<file path="src/rtl/uart_wake_pkg.sv">
package uart_wake_pkg;
    typedef enum logic {SB_RUN = 1'b0, SB_STANDBY = 1'b1} sb_state_t;
    typedef enum logic {LN_QUIET = 1'b0, LN_ARMED = 1'b1} line_state_t;
endpackage

</file>
<file path="src/rtl/uart_wake_fsm.sv">
module uart_wake_fsm
    import uart_wake_pkg::*;
(
    input  logic clk,
    input  logic rst_n,
    input  logic standby_set,
    input  logic wake_addr,
    input  logic idle_valid,
    input  logic addr_char,
    output logic standby,
    output logic wake
);
    sb_state_t state_q, state_d;

    always_comb begin
        state_d = state_q;
        wake    = 1'b0;
        unique case (state_q)
            SB_RUN: begin
                if (standby_set) state_d = SB_STANDBY;
            end
            SB_STANDBY: begin
                if (wake_addr ? addr_char : idle_valid) begin
                    wake    = 1'b1;
                    state_d = SB_RUN;
                end
            end
            default: state_d = SB_RUN;
        endcase
    end

    always_ff @(posedge clk or negedge rst_n) begin
        if (!rst_n) state_q <= SB_RUN;
        else        state_q <= state_d;
    end

    always_comb standby = (state_q == SB_STANDBY);

    assert_enter_standby_R2: assert property (@(posedge clk) disable iff (!rst_n)
        (state_q == SB_RUN && standby_set) |=> standby);
    assert_idle_wake_R3: assert property (@(posedge clk) disable iff (!rst_n)
        (standby && !wake_addr && idle_valid) |=> !standby);
    assert_idle_no_wake_addr_R4: assert property (@(posedge clk) disable iff (!rst_n)
        (standby && wake_addr && !addr_char) |=> standby);
endmodule

</file>
<file path="src/rtl/uart_idle_arm.sv">
module uart_idle_arm
    import uart_wake_pkg::*;
(
    input  logic clk,
    input  logic rst_n,
    input  logic ev_char_done,
    input  logic ev_break,
    input  logic ev_idle,
    output logic armed,
    output logic idle_valid
);
    line_state_t state_q, state_d;
    logic        line_data;

    always_comb begin
        line_data = ev_char_done | ev_break;
        state_d   = state_q;
        unique case (state_q)
            LN_QUIET: if (line_data) state_d = LN_ARMED;
            LN_ARMED: if (ev_idle && !line_data) state_d = LN_QUIET;
            default:  state_d = LN_QUIET;
        endcase
    end

    always_ff @(posedge clk or negedge rst_n) begin
        if (!rst_n) state_q <= LN_QUIET;
        else        state_q <= state_d;
    end

    always_comb begin
        armed      = (state_q == LN_ARMED);
        idle_valid = ev_idle & armed;
    end

    assert_quiet_stays_R8: assert property (@(posedge clk) disable iff (!rst_n)
        (!armed && !ev_char_done && !ev_break) |=> !armed);
endmodule

</file>
<file path="src/rtl/uart_rx_flags.sv">
module uart_rx_flags #(
    parameter int DATA_W = 9
) (
    input  logic              clk,
    input  logic              rst_n,
    input  logic              accept,
    input  logic [DATA_W-1:0] data_in,
    input  logic              data_rd,
    input  logic              idle_set,
    input  logic              idle_ack,
    output logic              rx_full,
    output logic [DATA_W-1:0] rx_data,
    output logic              idle_flag
);
    always_ff @(posedge clk or negedge rst_n) begin
        if (!rst_n) begin
            rx_full   <= 1'b0;
            rx_data   <= '0;
            idle_flag <= 1'b0;
        end else begin
            if (accept) begin
                rx_full <= 1'b1;
                rx_data <= data_in;
            end else if (data_rd) begin
                rx_full <= 1'b0;
            end
            if (idle_set)      idle_flag <= 1'b1;
            else if (idle_ack) idle_flag <= 1'b0;
        end
    end

    assert_read_clears_R6: assert property (@(posedge clk) disable iff (!rst_n)
        (data_rd && !accept) |=> !rx_full);
    assert_ack_clears_R7: assert property (@(posedge clk) disable iff (!rst_n)
        (idle_ack && !idle_set) |=> !idle_flag);
endmodule

</file>
<file path="src/rtl/uart_rx_wake_ctrl.sv">
module uart_rx_wake_ctrl #(
    parameter int DATA_W = 9
) (
    input  logic              clk,
    input  logic              rst_n,
    input  logic              cfg_wake_addr,
    input  logic              cfg_full_en,
    input  logic              cfg_full_dma,
    input  logic              cfg_idle_en,
    input  logic              cfg_idle_dma,
    input  logic              standby_set,
    input  logic              ev_char_done,
    input  logic [DATA_W-1:0] ev_char_data,
    input  logic              ev_break,
    input  logic              ev_idle,
    input  logic              data_rd,
    input  logic              idle_ack,
    output logic [DATA_W-1:0] rx_data,
    output logic              rx_full,
    output logic              idle_flag,
    output logic              standby,
    output logic              rx_active,
    output logic              irq,
    output logic              dma_req_full,
    output logic              dma_req_idle
);
    localparam int MARK_BIT = DATA_W - 1;
    localparam int NSRC     = 2;

    logic idle_valid, addr_char, wake, accept, idle_set;
    logic [NSRC-1:0] src_flag, src_en, src_dma, src_irq, src_dma_req;

    always_comb begin
        addr_char = ev_char_done & ev_char_data[MARK_BIT];
        accept    = ev_char_done & (!standby | (cfg_wake_addr & addr_char));
        idle_set  = idle_valid & !standby;
    end

    uart_wake_fsm u_fsm (
        .clk(clk), .rst_n(rst_n), .standby_set(standby_set),
        .wake_addr(cfg_wake_addr), .idle_valid(idle_valid),
        .addr_char(addr_char), .standby(standby), .wake(wake)
    );

    uart_idle_arm u_arm (
        .clk(clk), .rst_n(rst_n), .ev_char_done(ev_char_done),
        .ev_break(ev_break), .ev_idle(ev_idle),
        .armed(rx_active), .idle_valid(idle_valid)
    );

    uart_rx_flags #(.DATA_W(DATA_W)) u_flags (
        .clk(clk), .rst_n(rst_n), .accept(accept), .data_in(ev_char_data),
        .data_rd(data_rd), .idle_set(idle_set), .idle_ack(idle_ack),
        .rx_full(rx_full), .rx_data(rx_data), .idle_flag(idle_flag)
    );

    always_comb begin
        src_flag = {idle_flag, rx_full};
        src_en   = {cfg_idle_en, cfg_full_en};
        src_dma  = {cfg_idle_dma, cfg_full_dma};
    end

    for (genvar i = 0; i < NSRC; i++) begin : g_route
        always_comb begin
            src_irq[i]     = src_flag[i] & src_en[i] & !src_dma[i] & !standby;
            src_dma_req[i] = src_flag[i] & src_en[i] &  src_dma[i] & !standby;
        end
    end

    always_comb begin
        irq          = |src_irq;
        dma_req_full = src_dma_req[0];
        dma_req_idle = src_dma_req[1];
    end

    assert_addr_wake_delivers_R4: assert property (@(posedge clk) disable iff (!rst_n)
        (standby && cfg_wake_addr && addr_char) |=> (!standby && rx_full));
    assert_standby_discards_R5: assert property (@(posedge clk) disable iff (!rst_n)
        (standby && !wake && !data_rd) |=> $stable(rx_data) && !$rose(rx_full));
    assert_unarmed_idle_R8: assert property (@(posedge clk) disable iff (!rst_n)
        (ev_idle && !rx_active && !idle_ack) |=> $stable(idle_flag));
    assert_no_req_in_standby_R11: assert property (@(posedge clk) disable iff (!rst_n)
        standby |-> !(irq || dma_req_full || dma_req_idle));
    assert_wake_drops_standby_R3: assert property (@(posedge clk) disable iff (!rst_n)
        wake |=> !standby);
endmodule

</file>
<file path="config.mk">
export PLATFORM = sky130hd
export DESIGN_NAME = uart_rx_wake_ctrl
export DESIGN_NICKNAME = d
export VERILOG_FILES = /design/src/rtl/uart_wake_pkg.sv /design/src/rtl/uart_wake_fsm.sv /design/src/rtl/uart_idle_arm.sv /design/src/rtl/uart_rx_flags.sv /design/src/rtl/uart_rx_wake_ctrl.sv
export SDC_FILE = /design/constraint.sdc
export NUM_CORES = 1
export LEC_CHECK = 0
export BUFFER_PORTS_ARGS = -buffer_cell sky130_fd_sc_hd__buf_2
export CORE_AREA = 2 2 40 42
export CTS_CLUSTER_DIAMETER = 150
export DETAILED_ROUTE_END_ITERATION = 8
export DIE_AREA = 0 0 42 44
export PLACE_DENSITY = 0.86
export SYNTH_ARGS = -nofsm -noshare
export SYNTH_HDL_FRONTEND = slang
export SYNTH_SLANG_ARGS = --single-unit
</file>
<file path="constraint.sdc">
create_clock -name clk -period 2.15 [get_ports clk]
set_input_delay 0.1075 -clock clk [delete_from_list [all_inputs] [get_ports clk]]
set_output_delay 0.1075 -clock clk [all_outputs]
set_load 0.03 [all_outputs]
</file>
=== Word-level counts from Yosys, hierarchy flattened ===
Index checks and enable logic that the tools add are counted.

* Bitwise logic cells: 19
* Reduce and logical (&&, ||, !) cells: 8
* Muxes and demuxes: 11

{| class="wikitable"
|+ Operator list
! cell !! number
|-
| bitwise AND 1 bit || 15
|-
| 2-to-1 mux 1 bit || 9
|-
| zero test 1 bit || 4
|-
| case mux 1 bit (2 select lines) || 2
|-
| nonzero test 2 bit || 2
|-
| inverter 1 bit || 2
|-
| bitwise OR 1 bit || 2
|-
| OR reduction 2 bit || 1
|-
| logical AND 1 bit || 1
|}

* Bits of input ports: 22
* Output and inout bits: 16
* Bits in registers: 13
* Word-level logic and storage cells: 43

=== Depth between registers and ports, before layout ===
* Word-level depth: 5
* Mapped depth: 3

=== Cells and area by module ===
A second synthesis with hierarchy kept.

* Cell total of the unflattened synthesis: 44
* Area total of the unflattened synthesis: 610.6 um^2

{| class="wikitable"
|+ By module, submodules not included
! module !! area an instance (um^2) !! times used !! cells each
|-
| uart_rx_flags || 445.4 || 1 || 25
|-
| uart_rx_wake_ctrl || 63.8 || 1 || 10
|-
| uart_wake_fsm || 56.3 || 1 || 4
|-
| uart_idle_arm || 45.0 || 1 || 5
|}

=== Least setup slack after synthesis ===
No wires, ideal clock.

* Path type: reg-to-output
* Start point: register u_flags.idle_flag
* End point: output port dma_req_idle
* Setup slack: 0.680 ns
* Data required time: 2.043 ns
* Arrival time: 1.363 ns
* Cell stages (with the launch flop): 3
* Cell sequence: dfrtp_1 > nand2_1 > nor3b_1

* Cells in the longest elaborated chain, start to end: 3

{| class="wikitable"
|+ Ends and longest elaborated chain
! what !! RTL line !! source
|-
| from (decl) || uart_rx_flags.sv:13 || <nowiki>output logic idle_flag</nowiki>
|-
| from (signal assigned) || uart_rx_flags.sv:19 || <nowiki>idle_flag <= 1'b0;</nowiki>
|-
| from (signal assigned) || uart_rx_flags.sv:27 || <nowiki>if (idle_set) idle_flag <= 1'b1;</nowiki>
|-
| from (signal assigned) || uart_rx_flags.sv:28 || <nowiki>else if (idle_ack) idle_flag <= 1'b0;</nowiki>
|-
| bitwise AND 1 bit (3 in series) || uart_rx_wake_ctrl.sv:66 || <nowiki>src_dma_req[i] = src_flag[i] & src_en[i] & src_dma[i] & !standby;</nowiki>
|-
| to (decl) || uart_rx_wake_ctrl.sv:25 || <nowiki>output logic dma_req_idle</nowiki>
|}

No other way between the ends.

=== Worst setup path in the final report ===
* Start point: register u_fsm.state_q, in the netlist u_fsm.standby
* End point: register u_flags.rx_data[2]

* Cells in the longest elaborated chain, start to end: 3

{| class="wikitable"
|+ Ends and longest elaborated chain
! what !! RTL line !! source
|-
| from (decl) || uart_wake_fsm.sv:13 || <nowiki>sb_state_t state_q, state_d;</nowiki>
|-
| from (signal assigned) || uart_wake_fsm.sv:34 || <nowiki>else state_q <= state_d;</nowiki>
|-
| zero test 1 bit || uart_rx_wake_ctrl.sv:35 || <nowiki>accept = ev_char_done & (!standby | (cfg_wake_addr & addr_char));</nowiki>
|-
| bitwise OR 1 bit || uart_rx_wake_ctrl.sv:35 ||
|-
| bitwise AND 1 bit || uart_rx_wake_ctrl.sv:35 ||
|-
| to (signal assigned) || uart_rx_flags.sv:23 || <nowiki>rx_data <= data_in;</nowiki>
|-
| to (decl) || uart_rx_flags.sv:12 || <nowiki>output logic [DATA_W-1:0] rx_data,</nowiki>
|}

No other way between the ends.
A chain may end at the register's enable or synchronous reset.

==> flow_summary.json <==
{
  "rows": 14,
  "worst_path_max_delay_cell": "dfrtp_1",
  "pin_count": 38,
  "dp_hpwl_um": 911,
  "cp_max_fo": 10,
  "crit_path_end_kind": "register",
  "worst-path-buf-inv": 0,
  "ir_drop_mv": 0.596,
  "initial_core_util": 0.414,
  "hold_violations": 0,
  "synth.cell_area_um2": 588,
  "cts.clk_slew.worst_paths_ps": 80,
  "synth.area.mux_share": 0.230,
  "avgViaCountPerCell": 4.60,
  "synth_compound_area_frac": 0.0915,
  "cts_resized": 0,
  "synth-adder-area-share": 0,
  "antenna_cells": 0,
  "area_growth_pct": 41.1,
  "cts_max_path_buffers": 2,
  "r2r_cells": 3,
  "drc_errors": 0,
  "synth_top_family_by_area": "multiplexers",
  "grt_pass1_wl_mm": 1.90,
  "drt_pre_antenna_iters": 3,
  "worst_slack_ps": 865,
  "grt_usage": 0.139,
  "cp-start-kind": "register",
  "crit_family": "flip-flops",
  "place_ws_ps": 872,
  "nets": 107,
  "htree_num_levels": 1,
  "die_w_um": 42,
  "post-route-period-util": 0.598,
  "grt_max_degree": 14,
  "power.leakage_nw": 0.454,
  "p_int_mw": 0.533,
  "gp_congestion": 0.608,
  "cts_root_buffer": "clkbuf_4",
  "final.setup.tns_ps": 0,
  "max_cap_viol_count": 0,
  "cts_sinks": 13,
  "syn_inst": 42,
  "via_count": 460,
  "insertion_delay_ps": 260,
  "fp.dieArea_um2": 1850,
  "worst_pin_slew_ps": 287,
  "p_comb_frac": 0.430,
  "critical_path_depth": 3,
  "whs_path_depth": 2,
  "worstPathRequired_ps": 2300,
  "grt_pass1_vias": 462,
  "grt_setup_unrepaired": "false",
  "core_area_um2": 1420,
  "worstPathCellList": "a21bo_4 > nand2_8 > mux2_4",
  "first_iter_violations": 4,
  "cts_buffers": 3,
  "synth_xor_area_frac": 0,
  "setup_viol": 0,
  "status": "complete, no violations",
  "yosysWarnings": 0,
  "grt-ovfl-total": 0,
  "total_power_mw": 0.862,
  "relSlewSlack": 0.809,
  "worst_ep_arrival_time_ps": 1430,
  "avgSynthCellArea_um2": 14.0,
  "wl_per_cell_um": 11.4,
  "mostFrequentLayoutCells": "37 x buf_2, 13 x dfrtp_1, 9 x mux2_4, 4 x inv_1",
  "drtAntennaViolNets": 0,
  "switching_share": 0.381,
  "synthSimpleGateAreaFrac": 0.100,
  "p_sw_mw": 0.329,
  "whs_ps": 20.0,
  "seq_power_share": 0.404,
  "antenna_found_initial": 0,
  "p_per_area_nw_per_um2": 1040,
  "hold_path_class": "in -> reg",
  "ys_ff_latch": 13,
  "yosysSeqAreaShare": 0.553,
  "tritoncts": "built",
  "timing.fmax_mhz": 778,
  "pwr-share-clk": 0.167,
  "cp_slowest_stage_delay_ps": 460,
  "path_class": "reg -> reg",
  "syn_nets": 64,
  "layout_commonest_cell": "buf_2",
  "drv_slew": 0,
  "wl_mm": 1.14,
  "portBuffers": 37,
  "postLayoutCoreUtil": 0.585,
  "period_minus_slack_ps": 1290,
  "drive_above_1_share": 0.607,
  "post_cts_buffers": 0,
  "skew_ps": 2.45,
  "dieHeight_um": 44,
  "hold_buffers": 1,
  "ys_types": 13
}
==> sequential cells by signal (all words and copies together) (netlist names) <==
signal             cells
u_arm.armed            1
u_flags.idle_flag      1
u_flags.rx_data        9
u_flags.rx_full        1
u_fsm.standby          1
==> final cells by class <==
class | instances | area (um2)
Clock buffer | 4 | 26.3
Fill cell | 121 | 589
Inverter | 4 | 15.0
Multi-Input combinational cell | 25 | 248
Sequential cell | 13 | 325
Tap cell | 16 | 20.0
Timing Repair Buffer | 38 | 195
==> final timing paths <==
check	slack (ps)	end	from
max	860	u_flags.rx_data[2]	u_fsm.standby
min	20	u_flags.rx_full	data_rd
max reg2reg	860	u_flags.rx_data[2]	u_fsm.standby
min reg2reg	510	u_flags.rx_data[3]	u_flags.rx_data[3]
max in group asynchronous	1680	u_flags.rx_data[2]	rst_n
min in group asynchronous	250	u_flags.rx_data[4]	rst_n
==> routing by layer <==
metal  part of all wire  routed length, um  vias up  GRT usage
li1                   -                  -      230          -
met1               0.46                524      206      0.168
met2               0.45                515       22      0.231
met3              0.070                 80        2     0.0333
met4              0.012                 14        0     0.0774
met5                  0                  0        -          0
==> through the flow <==
stage,std cells,instance area (um2)
floorplan,42,588
global route,100,830
detailed placement,95,793
finish,100,830
CTS,100,830
global placement,95,793
==> synth_stat cells <==
cell type / count / share of area
o22ai_1: 1 / 0.011
nor2_1: 2 / 0.013
inv_1: 4 / 0.026
dfrtp_1: 13 / 0.55
mux2_4: 9 / 0.23
o21ai_0: 3 / 0.026
nand2_1: 3 / 0.019
o211ai_1: 1 / 0.013
a21bo_4: 1 / 0.028
nor3b_1: 2 / 0.026
nand3_1: 1 / 0.0085
nand2_8: 1 / 0.034
o22a_1: 1 / 0.015
==> power by group through the flow <==
stage / sequential [mW] / combinational, mW / clock, mW
floorplan: 0.475 / 0.139 / 0
global placement: 0.351 / 0.367 / 0
detailed placement: 0.352 / 0.374 / 0
CTS: 0.349 / 0.375 / 0.148
global route: 0.358 / 0.393 / 0.165
finish: 0.348 / 0.370 / 0.144
==> cell families after synthesis <==
logic type,Yosys count
AOI/OAI and AO/OA,7
buffers and inverters,4
DFF,13
muxes,9
and+or+nand+nor,9
Note: power is estimated with default switching activity, not from simulation.
